==> src/rtl/pwm_cmp_pkg.sv <==
package pwm_cmp_pkg;

    typedef enum logic [1:0] {
        MODE_FREE     = 2'd0,
        MODE_ONESHOT  = 2'd1,
        MODE_UPDN     = 2'd2,
        MODE_UPDN_DBL = 2'd3
    } pwm_mode_e;

    function automatic logic mode_is_edge(input pwm_mode_e m);
        return (m == MODE_FREE) || (m == MODE_ONESHOT);
    endfunction

    function automatic logic mode_is_dbl(input pwm_mode_e m);
        return m == MODE_UPDN_DBL;
    endfunction

endpackage

==> src/rtl/pwm_duty_buf.sv <==
module pwm_duty_buf
    import pwm_cmp_pkg::*;
#(
    parameter int DUTY_W = 16
) (
    input  logic              clk,
    input  logic              rst,
    input  logic              en,
    input  pwm_mode_e         mode,
    input  logic              zero_stb,
    input  logic              match_stb,
    input  logic              wr,
    input  logic [DUTY_W-1:0] wdata,
    output logic [DUTY_W-1:0] duty_buf,
    output logic [DUTY_W-1:0] duty_act
);

    logic take;

    // Copy point: every cycle while disabled, otherwise at the mode's boundary.
    always_comb begin
        if (!en)
            take = 1'b1;
        else if (mode_is_edge(mode))
            take = match_stb;
        else
            take = zero_stb | (mode_is_dbl(mode) & match_stb);
    end

    always_ff @(posedge clk) begin
        if (rst) begin
            duty_buf <= '0;
            duty_act <= '0;
        end else begin
            if (wr)
                duty_buf <= wdata;
            if (take)
                duty_act <= duty_buf;
        end
    end

endmodule

==> src/rtl/pwm_edge_gen.sv <==
module pwm_edge_gen #(
    parameter int CNT_W = 15,
    localparam int DUTY_W = CNT_W + 1
) (
    input  logic              clk,
    input  logic              rst,
    input  logic              en,
    input  logic [CNT_W-1:0]  count,
    input  logic [CNT_W-1:0]  period,
    input  logic [DUTY_W-1:0] duty,
    output logic              lvl_next
);

    logic              lvl_q;
    logic [DUTY_W-1:0] cnt_x;
    logic [DUTY_W-1:0] per_x;

    assign cnt_x = {1'b0, count};
    assign per_x = {1'b0, period};

    always_comb begin
        if (!en)
            lvl_next = 1'b0;
        else if (duty == '0)
            lvl_next = 1'b0;
        else if (duty > per_x)
            lvl_next = 1'b1;
        else if (count == '0)
            lvl_next = 1'b1;
        else if (cnt_x == duty)
            lvl_next = 1'b0;
        else
            lvl_next = lvl_q;
    end

    always_ff @(posedge clk) begin
        if (rst)
            lvl_q <= 1'b0;
        else
            lvl_q <= lvl_next;
    end

endmodule

==> src/rtl/pwm_center_gen.sv <==
module pwm_center_gen #(
    parameter int CNT_W = 15,
    localparam int DUTY_W = CNT_W + 1
) (
    input  logic [CNT_W-1:0]  count,
    input  logic [CNT_W-1:0]  period,
    input  logic [DUTY_W-1:0] duty,
    output logic              lvl
);

    logic full;
    logic below;

    assign full  = duty > {1'b0, period};
    assign below = {1'b0, count} < duty;
    assign lvl   = full | below;

endmodule

==> src/rtl/pwm_duty_cmp.sv <==
module pwm_duty_cmp
    import pwm_cmp_pkg::*;
#(
    parameter int CNT_W = 15,
    localparam int DUTY_W = CNT_W + 1
) (
    input  logic              clk,
    input  logic              rst,
    input  logic              en,
    input  logic [1:0]        mode,
    input  logic [CNT_W-1:0]  count,
    input  logic [CNT_W-1:0]  period,
    input  logic              zero_stb,
    input  logic              match_stb,
    input  logic              duty_wr,
    input  logic [DUTY_W-1:0] duty_wdata,
    output logic              pwm_out
);

    pwm_mode_e         mode_e;
    logic [DUTY_W-1:0] duty_buf;
    logic [DUTY_W-1:0] duty_act;
    logic              edge_nxt;
    logic              ctr_lvl;
    logic              sel_lvl;

    assign mode_e = pwm_mode_e'(mode);

    pwm_duty_buf #(.DUTY_W(DUTY_W)) u_buf (
        .clk      (clk),
        .rst      (rst),
        .en       (en),
        .mode     (mode_e),
        .zero_stb (zero_stb),
        .match_stb(match_stb),
        .wr       (duty_wr),
        .wdata    (duty_wdata),
        .duty_buf (duty_buf),
        .duty_act (duty_act)
    );

    pwm_edge_gen #(.CNT_W(CNT_W)) u_edge (
        .clk     (clk),
        .rst     (rst),
        .en      (en),
        .count   (count),
        .period  (period),
        .duty    (duty_act),
        .lvl_next(edge_nxt)
    );

    pwm_center_gen #(.CNT_W(CNT_W)) u_ctr (
        .count (count),
        .period(period),
        .duty  (duty_act),
        .lvl   (ctr_lvl)
    );

    assign sel_lvl = mode_is_edge(mode_e) ? edge_nxt : ctr_lvl;

    always_ff @(posedge clk) begin
        if (rst)
            pwm_out <= 1'b0;
        else
            pwm_out <= en & sel_lvl;
    end

endmodule

==> config.mk <==
export PLATFORM = sky130hd
export DESIGN_NAME = pwm_duty_cmp
export DESIGN_NICKNAME = d
export VERILOG_FILES = /design/src/rtl/pwm_cmp_pkg.sv /design/src/rtl/pwm_duty_buf.sv /design/src/rtl/pwm_edge_gen.sv /design/src/rtl/pwm_center_gen.sv /design/src/rtl/pwm_duty_cmp.sv
export SDC_FILE = /design/constraint.sdc
export NUM_CORES = 1
export LEC_CHECK = 0
export BUFFER_PORTS_ARGS = -buffer_cell sky130_fd_sc_hd__buf_2
export CORE_AREA = 8 8 59 111
export DETAILED_ROUTE_END_ITERATION = 10
export DIE_AREA = 0 0 67 119
export HOLD_SLACK_MARGIN = 0.12
export PLACE_DENSITY = 0.87
export SLEW_MARGIN = 15
export SYNTH_ARGS = -nofsm -noshare
export SYNTH_HDL_FRONTEND = slang
export SYNTH_HIERARCHICAL = 1
export SYNTH_SLANG_ARGS = --single-unit
export TNS_END_PERCENT = 1
==> constraint.sdc <==
create_clock -name clk -period 2.4 [get_ports clk]
set_clock_uncertainty 0.1 [all_clocks]
set_input_delay 0.12 -clock clk [delete_from_list [all_inputs] [get_ports clk]]
set_output_delay 0.12 -clock clk [all_outputs]
set_load 0.05 [all_outputs]
== After elaboration in Yosys (flattened, before gate mapping) ==
Index checks and enable logic that the tools add are counted.

* Flip-flop bits (word level): 34
* Input bits: 54
* Logic and storage cells: 25

* $lt $le $gt $ge: 2
* Eq/ne operators: 3
* Muxes and demuxes: 8
* Bitwise gates (word level): 4
* Reduce and logical (&&, ||, !) cells: 4

{| class="wikitable"
|+ Operators by type and width
! cell !! count
|-
| equality test 15 x 16 -> 1 bit || 1
|-
| greater-than comparator 16 x 15 -> 1 bit || 1
|-
| logical NOT 16 bit || 1
|-
| less-than comparator 15 x 16 -> 1 bit || 1
|-
| logical NOT 15 bit || 1
|-
| two-way mux 1 bit || 8
|-
| AND 1 bit || 2
|-
| equality test 2 x 1 -> 1 bit, second input constant || 1
|-
| equality test 2 bit, second input constant || 1
|-
| logical NOT 2 bit || 1
|-
| OR 1 bit || 2
|-
| logical OR 1 bit || 1
|}

== Depth between registers and ports, before layout ==
Gate-level depths: netlist (run 1).

* Depth in word-level cells: 8
* Mapped depth: 9

== By module ==
Netlist (run 1), hierarchy kept.

{| class="wikitable"
|+ By module, submodules not included
! module !! times used !! cells an instance !! area an instance (um^2) !! seq. area each (um^2)
|-
| pwm_duty_buf || 1 || 123 || 1310.0 || 640.6
|-
| pwm_center_gen || 1 || 99 || 738.2 || 0.0
|-
| pwm_edge_gen || 1 || 88 || 693.2 || 20.0
|-
| pwm_duty_cmp || 1 || 3 || 42.5 || 20.0
|}

== Worst setup path before layout (run 1) ==
No wires, ideal clock.

* Path type: register -> register
* Start: register u_buf.duty_act[7]
* End: register pwm_out
* Library setup time: 119 ps
* Arrival: 1765 ps
* Data required time: 2181 ps
* Setup slack: 416 ps
* Stages on the path, launching flop included: 8
* Buffers on the path: 0
* Clock period less this slack: 1984 ps
* Cells stage by stage: dfxtp_1 > or4_4 > o41ai_4 > nor2_1 > a21oi_2 > nand2_1 > mux2i_1 > nor3b_2

* Longest elaborated chain between the ends: 8
* Elaborated cells on any way between the ends: 12

{| class="wikitable"
|+ Ends and longest elaborated chain
! what !! line !! text
|-
| start, declared || pwm_duty_buf.sv:15 || <nowiki>output logic [DUTY_W-1:0] duty_act</nowiki>
|-
| start signal, assigned || pwm_duty_buf.sv:38 || <nowiki>duty_act <= duty_buf;</nowiki>
|-
| branches (longest 4 deep; another with greater-than comparator 16 x 15 -> 1 bit) || - ||
|-
| two-way mux 1 bit * || pwm_edge_gen.sv:24 || <nowiki>else if (duty == '0)</nowiki>
|-
| two-way mux 1 bit * || pwm_edge_gen.sv:22 || <nowiki>if (!en)</nowiki>
|-
| via edge_nxt || pwm_duty_cmp.sv:23 || <nowiki>logic edge_nxt;</nowiki>
|-
| two-way mux 1 bit * || pwm_duty_cmp.sv:59 || <nowiki>assign sel_lvl = mode_is_edge(mode_e) ? edge_nxt : ctr_lvl;</nowiki>
|-
| AND 1 bit * || pwm_duty_cmp.sv:65 || <nowiki>pwm_out <= en & sel_lvl;</nowiki>
|-
| end signal, assigned || pwm_duty_cmp.sv:65 ||
|-
| end, declared || pwm_duty_cmp.sv:17 || <nowiki>output logic pwm_out</nowiki>
|}

Mark *: on every way through the listed nets, which the timed path passes.
A chain may end at the register's enable or synchronous reset.

== Worst setup path after layout (run 1) ==
* Start: register u_buf.duty_act[11]
* End: register pwm_out

* Elaborated cells on any way between the ends: 12

{| class="wikitable"
|+ RTL lines
! what !! line !! text
|-
| greater-than comparator 16 x 15 -> 1 bit / less-than comparator 15 x 16 -> 1 bit (equally long branches) || pwm_center_gen.sv:14, pwm_center_gen.sv:15 ||
|-
| OR 1 bit * || pwm_center_gen.sv:16 || <nowiki>assign lvl = full | below;</nowiki>
|-
| via ctr_lvl || pwm_duty_cmp.sv:24 || <nowiki>logic ctr_lvl;</nowiki>
|-
| two-way mux 1 bit * || pwm_duty_cmp.sv:59 ||
|-
| AND 1 bit * || pwm_duty_cmp.sv:65 ||
|}

Mark *: on every way through the listed nets, which the timed path passes. The rest lies on a longest branch.

==> results of run 1 <==
path summary, 6_finish.rpt:
| check | slack [ps] | cells after the start | end | startpoint |
|---|---|---|---|---|
| min reg2reg | 360 | 2 | u_buf/duty_act[13]$_SDFFE_PP0P_ | u_buf/duty_buf[13]$_SDFFE_PP0P_ |
| min | 160 | 3 | pwm_out$_SDFF_PP0_ | mode[1] |
| max | 130 | 7 | pwm_out$_SDFF_PP0_ | u_buf/duty_act[11]$_SDFFE_PP0P_ |
| max reg2reg | 130 | 7 | pwm_out$_SDFF_PP0_ | u_buf/duty_act[11]$_SDFFE_PP0P_ |
cells by family after synthesis:
| group | after synthesis | synth area share, % |
|---|---|---|
| compound gates | 39 | 10.9 |
| xor+xnor | 15 | 4.72 |
| fa+ha+maj | 44 | 19.8 |
| buf+inv | 54 | 8.00 |
| flops | 34 | 24.4 |
| mux | 33 | 11.9 |
| simple gates | 94 | 20.3 |
timing repair:
item                       in CTS  in global routing
hold endpoints to repair       17                  0
setup endpoints to repair       0                  1
setup buffers                   0                  0
resized for setup               0                  1
hold buffers                   17                  0
state kept, by name, summed over array words and instances (netlist names):
signal          cells
pwm_out             1
u_buf/duty_buf     16
u_edge/lvl_q        1
u_buf/duty_act     16
synth_stat cells, types with 2 or more instances:
cell	count	area, sq um
or4_4	3	33.8
mux2i_1	33	330
o211ai_1	2	15.0
a21o_1	6	45.0
nor2b_1	2	12.5
and4_1	2	17.5
o21ai_0	2	10.0
a211oi_1	3	22.5
nor3_1	3	15.0
nor4_1	8	50.1
clkbuf_1	3	11.3
a21oi_1	14	70.1
nand2b_1	33	206
inv_1	46	173
a211o_1	3	26.3
xor2_1	15	131
nand2_1	5	18.8
nand3_1	5	25.0
nor2_1	19	71.3
dfxtp_1	34	681
ha_1	44	551
nand4_1	8	50.1
buf_2	3	15.0
per-stage QoR:
step	utilization (%)	instances	hold WS [ps]	cell area, sq um	power, mW
floorplan	-	313	89.1	2780	0.856
global placement	60.9	420	253	3100	0.962
detailed placement	60.9	420	260	3100	0.978
CTS	66.0	445	159	3360	1.42
global route	66.1	445	192	3370	1.49
finish	66.1	445	158	3370	1.41
power breakdown:
group	internal [mW]	switching [mW]
sequential	0.593	0.0301
clock	0.231	0.190
combinational	0.185	0.183
area by class of cell:
type / count / share of cell area [%]
clock inverters: 1 / 0.149
clock buffers: 7 / 2.56
multi-input cells: 225 / 56.1
repair buffers: 74 / 13.7
well taps: 58 / 2.15
inverters: 46 / 5.13
flip-flops and latches: 34 / 20.2
per-layer routing:
metal  global-route usage (%)  up-vias  wire length [um]
li1                         -     1233                 -
met1                     14.9     1129              2430
met5                        0        -                 0
met4                     11.6        0               369
met2                     33.7       64              3920
met3                     3.00       28               273
worst register-to-register path, cell delays in order (launching register included):
cell     delay (ps)
dfxtp_1         380
ha_1            340
nand4_1         130
or4b_4          540
nor3_1          290
o22ai_1         110
mux2i_1         180
nor3b_2          60
==> summary.md, run 1 <==
| Metric | Value |
|---|---|
| Slew Viols, Final | 0 |
| Worst Max-Slew Pin Slew | approximately 640 ps |
| Slew headroom | ~57% |
| Power per cell area | roughly 420 nW/um^2 |
| Yosys warning count | 6 |
| CP arrival | around 2300 ps |
| Buffers and inverters on the worst path | 0 |
| Residual DRC count | 0 |
| Core area | slightly above 5000 sq um |
| Global placement routability congestion | between 0.9 and 1 |
| Final ANT Viol Nets | 0 |
| Fraction of layout cells with a size suffix above 1 | between 10% and 20% |
| Post-Synthesis Cells | between 300 and 400 |
| Critical path type | reg2reg |
| Top Ports | between 50 and 60 |
| First-pass GRT wire length | 11000 um |
| Via count | between 2000 and 2500 |
| TritonCTS Sinks | 34 |
| Max clock buf depth | 2 |
| Post-DP HPWL | roughly 5700 um |
| Synth Register Bits | 34 |
| Final setup margin | 131 ps |
| GRT Total Usage | 17.5% |
| Area Overhead vs Synth | 21.0% |
| Peak Freq | 441 MHz |
| Die H | 119 um |
| Fill cell count | 421 |
| Clock Pin Slew Worst Setup and Hold Paths | about 70 ps |
| Mean Syn Cell Area | around 8.9 sq um |
| Lkg Pwr | between 1.5 and 2 nW |
| Latest clock arrival within the worst-skew pair | roughly 280 ps |
| Setup violations, final | 0 |
| Asr flop ratio synth | 0% |
| Worst-path maximum fanout | 6 |
| Post-Syn Nets | just over 400 |
| Most common cell after layout, fill and taps aside | buf_2 |
| CP max-delay cell | or4b_4 |
| Max VDD drop | 0.719 mV |
| Crit path time final | 2270 ps |
| Setup TNS | 0 ps |
| Grt ovf | 0 |
| Starting DRT DRC Count | 90 |
| Initial antenna violation count | 0 |
| Antenna Diode Count | 0 |
| Synth Cell Area | 2780 sq um |
| Register area share after synthesis | roughly a quarter |
| Final nets | 484 |
| Netlist cell types | 40 |
| Vias in the first global route | 2594 |
| Root Buffer | clkbuf_8 |
| Status | completed |
| Drt pass-1 iters | 4 |
| Htree depth | 2 |
| PortBufs | 54 |
| Initial core utilization | 54.7% |
| CTS tree | built |
| Tcrit/Tclk final | 94.5% |
| WP data required | 2450 ps |
| CP peak stage delay | 540 ps |
| Via density | 5.51 |
| Setup WS pre-CTS | 126 ps |
| Wire length per cell | ~16 um |
| RSZ-0062 raised after global routing | no |
| WL final | between 6000 and 7000 um |
| Area of the multi-input gates | roughly 1900 sq um |
| Number of synthesized flops with an enable pin | 0 |
| Top FF cell, synth | dfxtp_1 |
| Hold crit path type | in2reg |
| CP top delay family | simple AND/OR/NAND/NOR gates |
| Largest net degree at the start of global routing | 51 |
| Row count | 37 |
| CP Launch Type | register |
| Critical Path, Cell by Cell | ha_1 > nand4_1 > or4b_4 > nor3_1 > o22ai_1 > mux2i_1 > nor3b_2 |
| Commonest non-fill, non-tap cells in the layout | 54 x buf_2, 46 x inv_1, 44 x ha_1 |
| Die area | 7970 sq um |
| CTS buffer count | 5 |
| Horiz. Die Dim | 67 um |
| Crit. End Element | register |
| Max Cap Violations | 0 |
| Final Hold Vio Count | 0 |
| Reg area | around 680 sq um |
(Power assumes the default switching activity.)
==> run 2: changes to the inputs <==
CORE_AREA = 2 2 53 105   (was 8 8 59 111)
DIE_AREA = 0 0 55 107   (was 0 0 67 119)
PLACE_DENSITY = 0.79   (was 0.87)
==> summary.md, run 2 (synthesis gave the netlist of run 1 again) <==
| Metric | Value |
|---|---|
| Status | completed |
| Residual DRC count | 0 (unchanged) |
| Peak Freq | 452 MHz (+2.5%) |
| Cells on worst reg2reg path | 7 (unchanged) |
| Critical path type | reg2reg |
| Antenna Diode Count | 0 (unchanged) |
| Fill cell count | 451 (+7.1%) |
| Crit. End Element | register |
| Power per cell area | 421 nW/um^2 (+0.50%) |
| Latest clock arrival within the worst-skew pair | 280 ps (about the same) |
| Core area | 5090 sq um (unchanged) |
| Worst r2r src | u_buf/duty_act[11]$_SDFFE_PP0P_ |
| Area of the multi-input gates | 1880 sq um (-0.40%) |
| Setup TNS | 0 ps (unchanged) |
| Top flop regs | u_buf/duty_act x16, u_buf/duty_buf x16 |
| WHS Path Cells | 3 (unchanged) |
| Vias in the first global route | 2414 (-6.9%) |
| Largest net degree at the start of global routing | 51 (unchanged) |
| Lkg Pwr | 1.66 nW (-1.0%) |
| Clock Pin Slew Worst Setup and Hold Paths | 60 ps (about the same) |
| Worst Hold Path EP | pwm_out$_SDFF_PP0_ |
| Root Buffer | clkbuf_8 |
| Fraction of layout cells with a size suffix above 1 | 19.0% (-0.68 points) |
| First-pass GRT wire length | 10200 um (-7.0%) |
| Setup violations, final | 0 (unchanged) |
| GRT Total Usage | 23.9% (+6.4 points) |
| Reg2reg end | pwm_out$_SDFF_PP0_ |
| WP data required | 2450 ps (about the same) |
| Worst Max-Slew Pin Slew | 655 ps (+11.7 ps) |
| Via density | 5.52 (+0.12%) |
| Initial antenna violation count | 0 (unchanged) |
| Initial core utilization | 54.7% (unchanged) |
| Die area | 5890 sq um (-26%) |
| Horiz. Die Dim | 55 um (-18%) |
| Grt ovf | 0 (unchanged) |
| Max clock buf depth | 2 (unchanged) |
| CP Launch Type | register |
| CTS buffer count | 5 (unchanged) |
| Fin util | 65.7% (-0.44 points) |
| HP Start | mode[1] |
| Row count | 37 (unchanged) |
| Reg-to-reg slack, setup | 190 ps (+60 ps) |
| Max VDD drop | 0.637 mV (-11%) |
| Global placement routability congestion | 1.01 (+6.7%) |
| Drt pass-1 iters | 4 (unchanged) |
| Final ANT Viol Nets | 0 (unchanged) |
| Most common cell after layout, fill and taps aside | buf_2 |
| Max Cap Violations | 0 (unchanged) |
| Post-DP HPWL | 5270 um (-7.1%) |
| PortBufs | 54 (unchanged) |
| CP arrival | 2260 ps (-60 ps) |
| CTS tree | built |
| Slew Viols, Final | 0 (unchanged) |
| TritonCTS Sinks | 34 (unchanged) |
| RSZ-0062 raised after global routing | no |
| Via count | 2446 (-0.33%) |
| WL final | 6630 um (-5.1%) |
| Top Ports | 55 (unchanged) |
| Post-CTS Setup Bufs | 0 (unchanged) |
| Post-CTS Resized | 0 (unchanged) |
| Hold crit path type | in2reg |
| Reg area | 681 sq um (unchanged) |
| Wire length per cell | 15.0 um (-4.7%) |
| Final Hold Vio Count | 0 (unchanged) |
| Htree depth | 2 (unchanged) |
| Worst-path maximum fanout | 6 (unchanged) |
| Die H | 107 um (-10%) |
| Tcrit/Tclk final | 92.2% (-2.3 points) |
| Crit path time final | 2210 ps (-55.6 ps) |
| Commonest non-fill, non-tap cells in the layout | 54 x buf_2, 46 x inv_1, 44 x ha_1 |
| Starting DRT DRC Count | 74 (-18%) |
| Post-CTS Hold Buffers | 17 (unchanged) |
| Slew headroom | 56.3% (-0.78 points) |
| Final nets | 482 (-0.41%) |
| Area Overhead vs Synth | 20.2% |
[run 2: worst max-delay path, cell delays in order (launching register included)]
cell and delay (ps):
dfxtp_1 380, ha_1 340, nand4_1 130, or4b_4 530, nor3_1 230, o22ai_1 110, mux2i_1 190, nor3b_2 60
[run 2: final cells by class]
| cell class | count | area share (%) |
|---|---|---|
| multi-input combinational | 225 | 56.2 |
| tap | 58 | 2.17 |
| sequential | 34 | 20.3 |
| clock buffer | 7 | 2.58 |
| inverter | 46 | 5.16 |
| clock inverter | 1 | 0.150 |
| timing repair buffer | 72 | 13.4 |
[run 2: per-stage QoR]
step                area [sq um]  setup WS [ps]  power (mW)  hold WS, ps  instances
finish                      3350            187        1.41          170        443
global route                3350           94.3        1.48          182        443
CTS                         3350            203        1.42          159        443
detailed placement          3080            210       0.974          263        418
global placement            3080            259       0.962          256        418
floorplan                   2780            416       0.856         89.1        313
[run 2: how the worst max path moves through the flow]
stage | depth (start not counted) | end | slack (ps) | start
after floorplan | 7 | pwm_out$_SDFF_PP0_ | 420 | u_buf/duty_act[7]$_SDFFE_PP0P_
after global placement | 7 | pwm_out$_SDFF_PP0_ | 260 | u_buf/duty_act[11]$_SDFFE_PP0P_
after detailed placement | 8 | pwm_out$_SDFF_PP0_ | 210 | u_buf/duty_act[11]$_SDFFE_PP0P_
after CTS | 8 | pwm_out$_SDFF_PP0_ | 200 | u_buf/duty_act[11]$_SDFFE_PP0P_
after global routing | 8 | pwm_out$_SDFF_PP0_ | 90 | u_buf/duty_act[11]$_SDFFE_PP0P_
final | 7 | pwm_out$_SDFF_PP0_ | 190 | u_buf/duty_act[11]$_SDFFE_PP0P_
[run 2: power by group]
group / internal [mW] / switching [mW] / leakage (nW)
registers: 0.594 / 0.0316 / 0.279
clock network: 0.231 / 0.193 / 0.0482
logic: 0.182 / 0.179 / 1.34
total: 1.01 / 0.404 / 1.66
[run 2: layer usage]
metal / part of all wire, % / vias up / track usage, %
met1: 38 / 1103 / 23.5
met4: 6.1 / 0 / 17.1
met2: 53 / 82 / 42.4
li1: - / 1233 / -
met5: 0 / - / 0
met3: 3.9 / 28 / 2.51
